<file path="src/rtl/acc_core_pkg.sv">
package acc_core_pkg;

  localparam int ADDR_W = 5;
  localparam int DATA_W = 8;
  localparam int OP_W   = DATA_W - ADDR_W;

  typedef enum logic [2:0] {
    ST_FETCH_ADDR = 3'd0,
    ST_FETCH_READ = 3'd1,
    ST_FETCH_IR   = 3'd2,
    ST_EXEC_ADDR  = 3'd3,
    ST_EXEC_READ  = 3'd4,
    ST_EXEC_WB    = 3'd5
  } step_t;

  localparam logic [OP_W-1:0] OP_LOAD = 3'd5;
  localparam logic [OP_W-1:0] OP_ADD  = 3'd2;

  function automatic logic op_uses_operand(input logic [OP_W-1:0] op);
    return (op == OP_LOAD) || (op == OP_ADD);
  endfunction

endpackage

</file>
<file path="src/rtl/acc_ram.sv">
module acc_ram #(
  parameter int AW = 5,
  parameter int DW = 8
) (
  input  logic          clk,
  input  logic          we,
  input  logic [AW-1:0] waddr,
  input  logic [DW-1:0] wdata,
  input  logic          re,
  input  logic [AW-1:0] raddr,
  output logic [DW-1:0] rdata
);
  localparam int DEPTH = 1 << AW;

  logic [DW-1:0] mem [DEPTH];

  // Simple dual-port array with a registered read port (the MDR).
  always_ff @(posedge clk) begin
    if (we) mem[waddr] <= wdata;
    if (re) rdata <= mem[raddr];
  end
endmodule

</file>
<file path="src/rtl/acc_seq.sv">
module acc_seq
  import acc_core_pkg::*;
#(
  parameter int OPW = 3
) (
  input  logic           clk,
  input  logic           rst,
  input  logic [OPW-1:0] op,
  output step_t          step
);
  step_t step_nxt;

  always_comb begin
    unique case (step)
      ST_FETCH_ADDR: step_nxt = ST_FETCH_READ;
      ST_FETCH_READ: step_nxt = ST_FETCH_IR;
      ST_FETCH_IR:   step_nxt = ST_EXEC_ADDR;
      ST_EXEC_ADDR:  step_nxt = op_uses_operand(op) ? ST_EXEC_READ : ST_FETCH_ADDR;
      ST_EXEC_READ:  step_nxt = ST_EXEC_WB;
      ST_EXEC_WB:    step_nxt = ST_FETCH_ADDR;
      default:       step_nxt = ST_FETCH_ADDR;
    endcase
  end

  always_ff @(posedge clk) begin
    if (rst) step <= ST_FETCH_ADDR;
    else     step <= step_nxt;
  end
endmodule

</file>
<file path="src/rtl/acc_regs.sv">
module acc_regs
  import acc_core_pkg::*;
#(
  parameter int AW = 5,
  parameter int DW = 8
) (
  input  logic          clk,
  input  logic          rst,
  input  step_t         step,
  input  logic [DW-1:0] mdr,
  output logic [AW-1:0] pc,
  output logic [AW-1:0] mar,
  output logic [DW-1:0] ir,
  output logic [DW-1:0] acc,
  output logic          ovf
);
  localparam int OPW = DW - AW;

  logic [OPW-1:0] op;
  logic [DW:0]    sum;

  assign op  = ir[DW-1:AW];
  assign sum = {1'b0, acc} + {1'b0, mdr};

  always_ff @(posedge clk) begin
    if (rst) begin
      pc  <= '0;
      ovf <= 1'b0;
    end else begin
      unique case (step)
        ST_FETCH_ADDR: begin
          mar <= pc;
          pc  <= pc + AW'(1);
        end
        ST_FETCH_IR: ir <= mdr;
        ST_EXEC_ADDR: begin
          if (op_uses_operand(op)) mar <= ir[AW-1:0];
        end
        ST_EXEC_WB: begin
          if (op == OP_LOAD) begin
            acc <= mdr;
          end else if (op == OP_ADD) begin
            acc <= sum[DW-1:0];
            ovf <= sum[DW];
          end
        end
        default: ;
      endcase
    end
  end
endmodule

</file>
<file path="src/rtl/acc_core.sv">
module acc_core
  import acc_core_pkg::*;
#(
  parameter int AW = ADDR_W,
  parameter int DW = DATA_W
) (
  input  logic          clk,
  input  logic          rst,
  input  logic          pre_we,
  input  logic [AW-1:0] pre_addr,
  input  logic [DW-1:0] pre_data,
  output logic [AW-1:0] pc_o,
  output logic [AW-1:0] mar_o,
  output logic [DW-1:0] mdr_o,
  output logic [DW-1:0] ir_o,
  output logic [DW-1:0] acc_o,
  output logic          ovf_o,
  output logic [2:0]    step_o
);
  localparam int OPW = DW - AW;

  step_t         step;
  logic          rd_en;
  logic [DW-1:0] mdr;
  logic [AW-1:0] pc, mar;
  logic [DW-1:0] ir, acc;
  logic          ovf;

  assign rd_en = (step == ST_FETCH_READ) || (step == ST_EXEC_READ);

  acc_seq #(.OPW(OPW)) u_seq (
    .clk  (clk),
    .rst  (rst),
    .op   (ir[DW-1:AW]),
    .step (step)
  );

  acc_ram #(.AW(AW), .DW(DW)) u_ram (
    .clk   (clk),
    .we    (pre_we),
    .waddr (pre_addr),
    .wdata (pre_data),
    .re    (rd_en),
    .raddr (mar),
    .rdata (mdr)
  );

  acc_regs #(.AW(AW), .DW(DW)) u_regs (
    .clk  (clk),
    .rst  (rst),
    .step (step),
    .mdr  (mdr),
    .pc   (pc),
    .mar  (mar),
    .ir   (ir),
    .acc  (acc),
    .ovf  (ovf)
  );

  assign pc_o   = pc;
  assign mar_o  = mar;
  assign mdr_o  = mdr;
  assign ir_o   = ir;
  assign acc_o  = acc;
  assign ovf_o  = ovf;
  assign step_o = step;
endmodule

</file>
<file path="config.mk">
export PLATFORM = sky130hd
export DESIGN_NAME = acc_core
export DESIGN_NICKNAME = d
export VERILOG_FILES = /design/src/rtl/acc_core_pkg.sv /design/src/rtl/acc_ram.sv /design/src/rtl/acc_seq.sv /design/src/rtl/acc_regs.sv /design/src/rtl/acc_core.sv
export SDC_FILE = /design/constraint.sdc
export NUM_CORES = 1
export LEC_CHECK = 0
export CAP_MARGIN = 10
export CORE_AREA = 2 2 175 177
export CTS_BUF_LIST = sky130_fd_sc_hd__clkbuf_4 sky130_fd_sc_hd__clkbuf_8
export DETAILED_ROUTE_END_ITERATION = 12
export DIE_AREA = 0 0 177 179
export SYNTH_ARGS = -nofsm -noshare
export SYNTH_HDL_FRONTEND = slang
export SYNTH_SLANG_ARGS = --single-unit
</file>
<file path="constraint.sdc">
create_clock -name clk -period 4 [get_ports clk]
set_input_delay 0.6 -clock clk [delete_from_list [all_inputs] [get_ports clk]]
set_output_delay 0.6 -clock clk [all_outputs]
set_load 0.01 [all_outputs]
</file>
Yosys cells after proc, flatten, opt, wreduce, memory -nomap -nowiden
Memories as Yosys holds them, arrays and structs flattened. A register that Yosys moved wholly into a read port is not among the register bits.
Index checks and enable logic that the tools add are counted.
Cells by class
  reduce and logical (&&, ||, !) cells: 9
  equality and inequality tests: 8
  bitwise logic cells: 2
  muxes and demuxes: 8
  add/sub/neg operators: 2
Operators with widths (number)
  8-bit 2-to-1 mux: 2
  3-bit one-hot mux with 5 select lines: 1
  5-bit one-hot mux with 2 select lines: 1
  8-bit by 8-bit adder with 9-bit output: 1
  3-bit by 2-bit equality test with 1-bit output (second input constant): 3
  3-bit equality test (second input constant): 3
  3-bit AND reduction: 3
  5-bit by 1-bit adder with 5-bit output (second input constant): 1
  5-bit 2-to-1 mux: 1
  2-bit nonzero test: 2
  3-bit by 1-bit equality test with 1-bit output (second input constant): 1
  3-bit zero test: 1
  3-bit 2-to-1 mux: 1
  1-bit logical OR: 2
  1-bit 2-to-1 mux: 2
  2-bit by 1-bit inequality test with 1-bit output (second input constant): 1
  1-bit NOT: 2
  2-bit AND reduction: 1
Word-level totals
  memory bits (writable): 256
  logic and storage cells: 36
  memories kept: 1
  input bits: 16
  register bits: 30
Memories
  u_ram.mem: words 32, bits a word 8, read ports 1, clocked after memory_dff 1, wr ports 1, line acc_ram.sv:15  | logic [DW-1:0] mem [DEPTH];

Depth between registers and ports, before layout
  word-level depth: 4
  mapped depth: 8
  depth with buffers taken out: 6

By module
A second synthesis with hierarchy kept.
Second synthesis, totals
  cell total of the unflattened synthesis: 561
  area total of the unflattened synthesis: 11767.5 sq um
Modules (own cells, without submodules)
  acc_ram: cells each 417, instances 1, area each 10133.5 sq um
  acc_regs: cells each 130, instances 1, area each 1495.2 sq um
  acc_seq: cells each 12, instances 1, area each 126.4 sq um
  acc_core: cells each 2, instances 1, area each 12.5 sq um

Worst setup path after synthesis
Ideal clock, no wire load.
  kind: reg-to-reg
  from: reg u_regs.ir[6]
  to: reg u_regs.acc[0], enable pin
  cell stages (with the launch flop): 5
  clock period less this slack: 2.061 ns
  buffers on the path: 1
  setup slack: 1.939 ns
  arrival time: 1.678 ns
  cells stage by stage: edfxtp_1 > and3b_1 > clkbuf_1 > nor2_1 > nor3_1
Between the ends
  word-level cells in the longest chain between the ends: 3
  elaborated cells on any way between the ends: 4
  classes of those cells: 2 x eq/ne; 2 x reduce/logical
RTL lines
  start, declared: line acc_regs.sv:13  | output logic [DW-1:0] ir,
  start signal, assigned: line acc_regs.sv:35  | ST_FETCH_IR: ir <= mdr;
  3-bit by 2-bit equality test with 1-bit output / 3-bit equality test (equally long branches): line acc_regs.sv:42, acc_regs.sv:40
  2-bit nonzero test (no source line) (*)
  3-bit AND reduction (no source line) (*)
  end signal, assigned: line acc_regs.sv:41  | acc <= mdr;
  end signal, assigned: line acc_regs.sv:43  | acc <= sum[DW-1:0];
  end, declared: line acc_regs.sv:14  | output logic [DW-1:0] acc,
Every way passes the cells marked *; elsewhere a longest branch is shown, timed or not.
A chain may end at the register's enable or synchronous reset.

Worst setup path in the final report
  from: reg u_regs.mar[2]
  to: out mar_o[2]
RTL lines
  start, declared: line acc_regs.sv:12  | output logic [AW-1:0] mar,
  start signal, assigned: line acc_regs.sv:32  | mar <= pc;
  start signal, assigned: line acc_regs.sv:37  | if (op_uses_operand(op)) mar <= ir[AW-1:0];
  end, declared: line acc_core.sv:13  | output logic [AW-1:0] mar_o,
No word-level cell between the ends.

==> flow_summary.yaml <==
synthesis:
  synth_xor_area_share_pct: 0.518
  synth_nets: 679
  synth_edf_count: 285
  synth_compound_area_share_pct: 4.84
  syn_area_per_cell_um2: 18.1
  ys_seq_area_share_pct: 73.9
  synth_async_sr_flop_share_pct: 0
  ys_seq_elements: 294
  synth.distinct_cells: 57
  yosys_warnings: 0
  synthFlopType: "edfxtp_1"
  syn_area_um2: 11800
  synthCells: 653
  synthSimpleGateAreaFrac_pct: 5.58
  synth_top_family_by_area: "multiplexers"
  synth_fa_ha_area_share_pct: 1.12
  synthMuxAreaShare_pct: 12.6
routing:
  routed-via-count: 6377
  viasPerCell: 5.43
  drc_errors: 0
  routed_wl_um: 26400
  first_iter_violations: 671
  drt-pass1-iter-count: 5
  wl_per_cell_um: 22.5
  antenna_left: 0
clocking:
  cts_post_setup_buffers_inserted: 0
  clockBufferDepth: 3
  cts_buffers: 48
  htree_levels: 2
  cts_sinks: 294
  cts_root_buffer: "clkbuf_8"
  insertion_delay_ps: 580
  clk_pin_slew_ps: 60
  cts_resized: 0
  ctsHoldBuffers: 0
  cts_tree: "done"
die:
  start_util_pct: 39.4
  row_count: 64
  die_width_um: 177
  dieArea_um2: 31700
  io_pins: 54
  coreArea_um2: 30000
  die_y_um: 179
timing:
  setup_violations: 0
  maxSlewViolCount: 0
  post-route-min-period_ps: 2950
  rsz0062_at_grt: "no"
  fin_skew_ps: 42.1
  finalHoldViolations: 0
  relSlewSlack_pct: 28.6
  tns_ps: 0
  worst_slew_pin_slew_ps: 1070
  fmax_ghz: 0.339
  period_share_pct: 73.7
final_layout:
  final-seq-area_um2: 8740
  utilization_pct: 46.1
  area_growth_pct: 17.0
  design_area_um2: 13800
  fill_cells: 2554
  nets: 766
  drive_above_1_share_pct: 15.7
  multi_input_comb_area_um2: 2920
  diodes: 0
place:
  post_dp_cell_area_um2: 12800
  post-dp-hpwl_um: 17000
  place_congestion: 0.816
  numPortBuffers: 53
worst_setup_path:
  cp_slowest_stage_delay_ps: 750
  startpoint: "u_regs.mar[2]"
  crit_path_start_kind: "flop"
  worstPathMaxFanout: 56
  rr_endpoint: "u_ram.rdata[3]"
  cp.arrival_ps: 2350
  r2r_slack_ps: 1350
  path_class: "flop to output port"
  cp_slowest_cell: "edfxtp_1"
  ff2ff_path_depth: 4
  endpoint_kind: "output port"
  crit_chain: "buf_12, clkdlybuf4s50_1"
  r2r-start: "u_regs.mar[2]"
  crit_required_ps: 3400
global_route:
  grt_antenna_before_repair: 0
  met1_usage_pct: 22.7
  met3_usage_pct: 3.35
  grt_pass1_vias: 6478
  use_met2_pct: 27.3
  overflow: 0
  grt_util_all_layers_pct: 16.9
  busiest_layer: "met2"
  grt_first_pass_wirelength_um: 39200
  grt_max_degree: 57
pwr:
  powerDensity_nw_per_um2: 487
  p_total_mw: 6.75
  p_leak_nw: 4.60
  ir_drop_v: 0.000334
hold_path:
  hp-class: "flop to flop"
  holdPathEnd: "u_regs.ir[5]"
  min_from: "u_ram.rdata[5]"
  holdPathStages: 0
job:
  drv_cap: 0
run_status:
  outcome: "complete, no violations"
## where the power goes
part           internal [mW]  leakage (nW)  switching, mW
combinational          0.225          1.40          0.306
clock                   1.55         0.551           1.17
sequential              3.45          2.65         0.0526
## cell usage after synthesis, drive strengths merged, types with 6 or more instances
cell type | number | area, um^2
a21oi | 6 | 30.0
a221oi | 8 | 76.3
a22o | 8 | 70.1
a22oi | 32 | 240
buf | 17 | 115
clkbuf | 14 | 52.6
dfxtp | 9 | 180
edfxtp | 285 | 8560
ha | 9 | 113
mux2i | 66 | 661
mux4 | 32 | 773
nand2 | 15 | 56.3
nand3 | 26 | 130
nand3b | 8 | 60.1
nor2 | 49 | 186
nor3 | 6 | 35.0
o21ai | 6 | 30.0
## critical path, delay by kind of cell, from the launching register on
kind	cells	cell delay, ps
flip-flops	1	750
buffers and inverters	2	1040
## state kept, by name, summed over array words and instances, names as in the netlist
register,flops
u_regs.acc,8
u_ram.mem,256
u_seq.step,3
u_regs.ir,8
u_regs.pc,5
u_regs.ovf,1
u_ram.rdata,8
u_regs.mar,5
## cells by family (layout without fill, tap and decap cells)
kind of cell | count (synthesis) | count (layout)
AOI/OAI and AO/OA | 76 | 76
xor gates and xnor gates | 7 | 7
adders and majority gates | 10 | 10
buffers and inverters | 33 | 158
DFF | 294 | 294
muxes | 103 | 103
and+or+nand+nor | 130 | 130
## through the flow
stage               setup slack (ps)  instances  hold WS (ps)
finish                          1050       1174           573
global route                     941       1174           594
global placement                1270       1086           543
detailed placement              1290       1086           566
floorplan                       1940        653           540
CTS                              998       1174           582
## cell usage in the layout (no fill, tap or decap), types with 2 or more instances in the layout
cell type        instances
inv_1                    2
mux2_1                   5
a211oi_1                 3
bufinv_16                2
mux4_1                  14
or3b_1                   3
edfxtp_1               285
clkinv_1                 4
dfxtp_1                  9
and3b_1                  2
clkbuf_4                18
o21ai_0                  2
nor3b_1                  4
clkdlybuf4s50_1         53
and2_1                   2
a22o_1                   8
a221oi_1                 7
clkbuf_8                54
nand3_1                 26
nand2_1                 15
xnor2_1                  4
a22oi_1                 32
clkinv_2                 7
mux4_2                  18
nor3_1                   5
nand3b_1                 8
a31oi_1                  2
buf_4                   14
nor2b_1                  3
nand4_1                  2
ha_1                     9
nor2_1                  48
o21a_1                   2
xor2_1                   3
a21oi_1                  6
o21ai_1                  4
mux2i_1                 66
nor4_1                   2
## layout make-up
class	instances	area share (%)
multi-input cells	326	21.1
flip-flops and latches	294	63.1
clock buffers	72	6.35
clock inverters	16	1.06
repair buffers	68	4.74
inverters	2	0.0542
well taps	396	3.58
## metal layers
metal	part of all wire [%]	wire (um)	vias up
met3	6.9	1820	62
met5	0	0	-
met1	43	11400	3200
met2	47	12400	269
li1	-	-	2846
met4	3.1	817	0
## how the worst max path moves through the flow
stage                             endpoint  depth (start not counted)
after floorplan              u_regs.acc[0]                          4
after global placement    u_ram.mem[28][5]                          3
after detailed placement   u_ram.mem[0][3]                          3
after CTS                         mar_o[2]                          2
after global routing              mar_o[2]                          2
final                             mar_o[2]                          2
No activity file was read; power rests on OpenSTA's default activity.
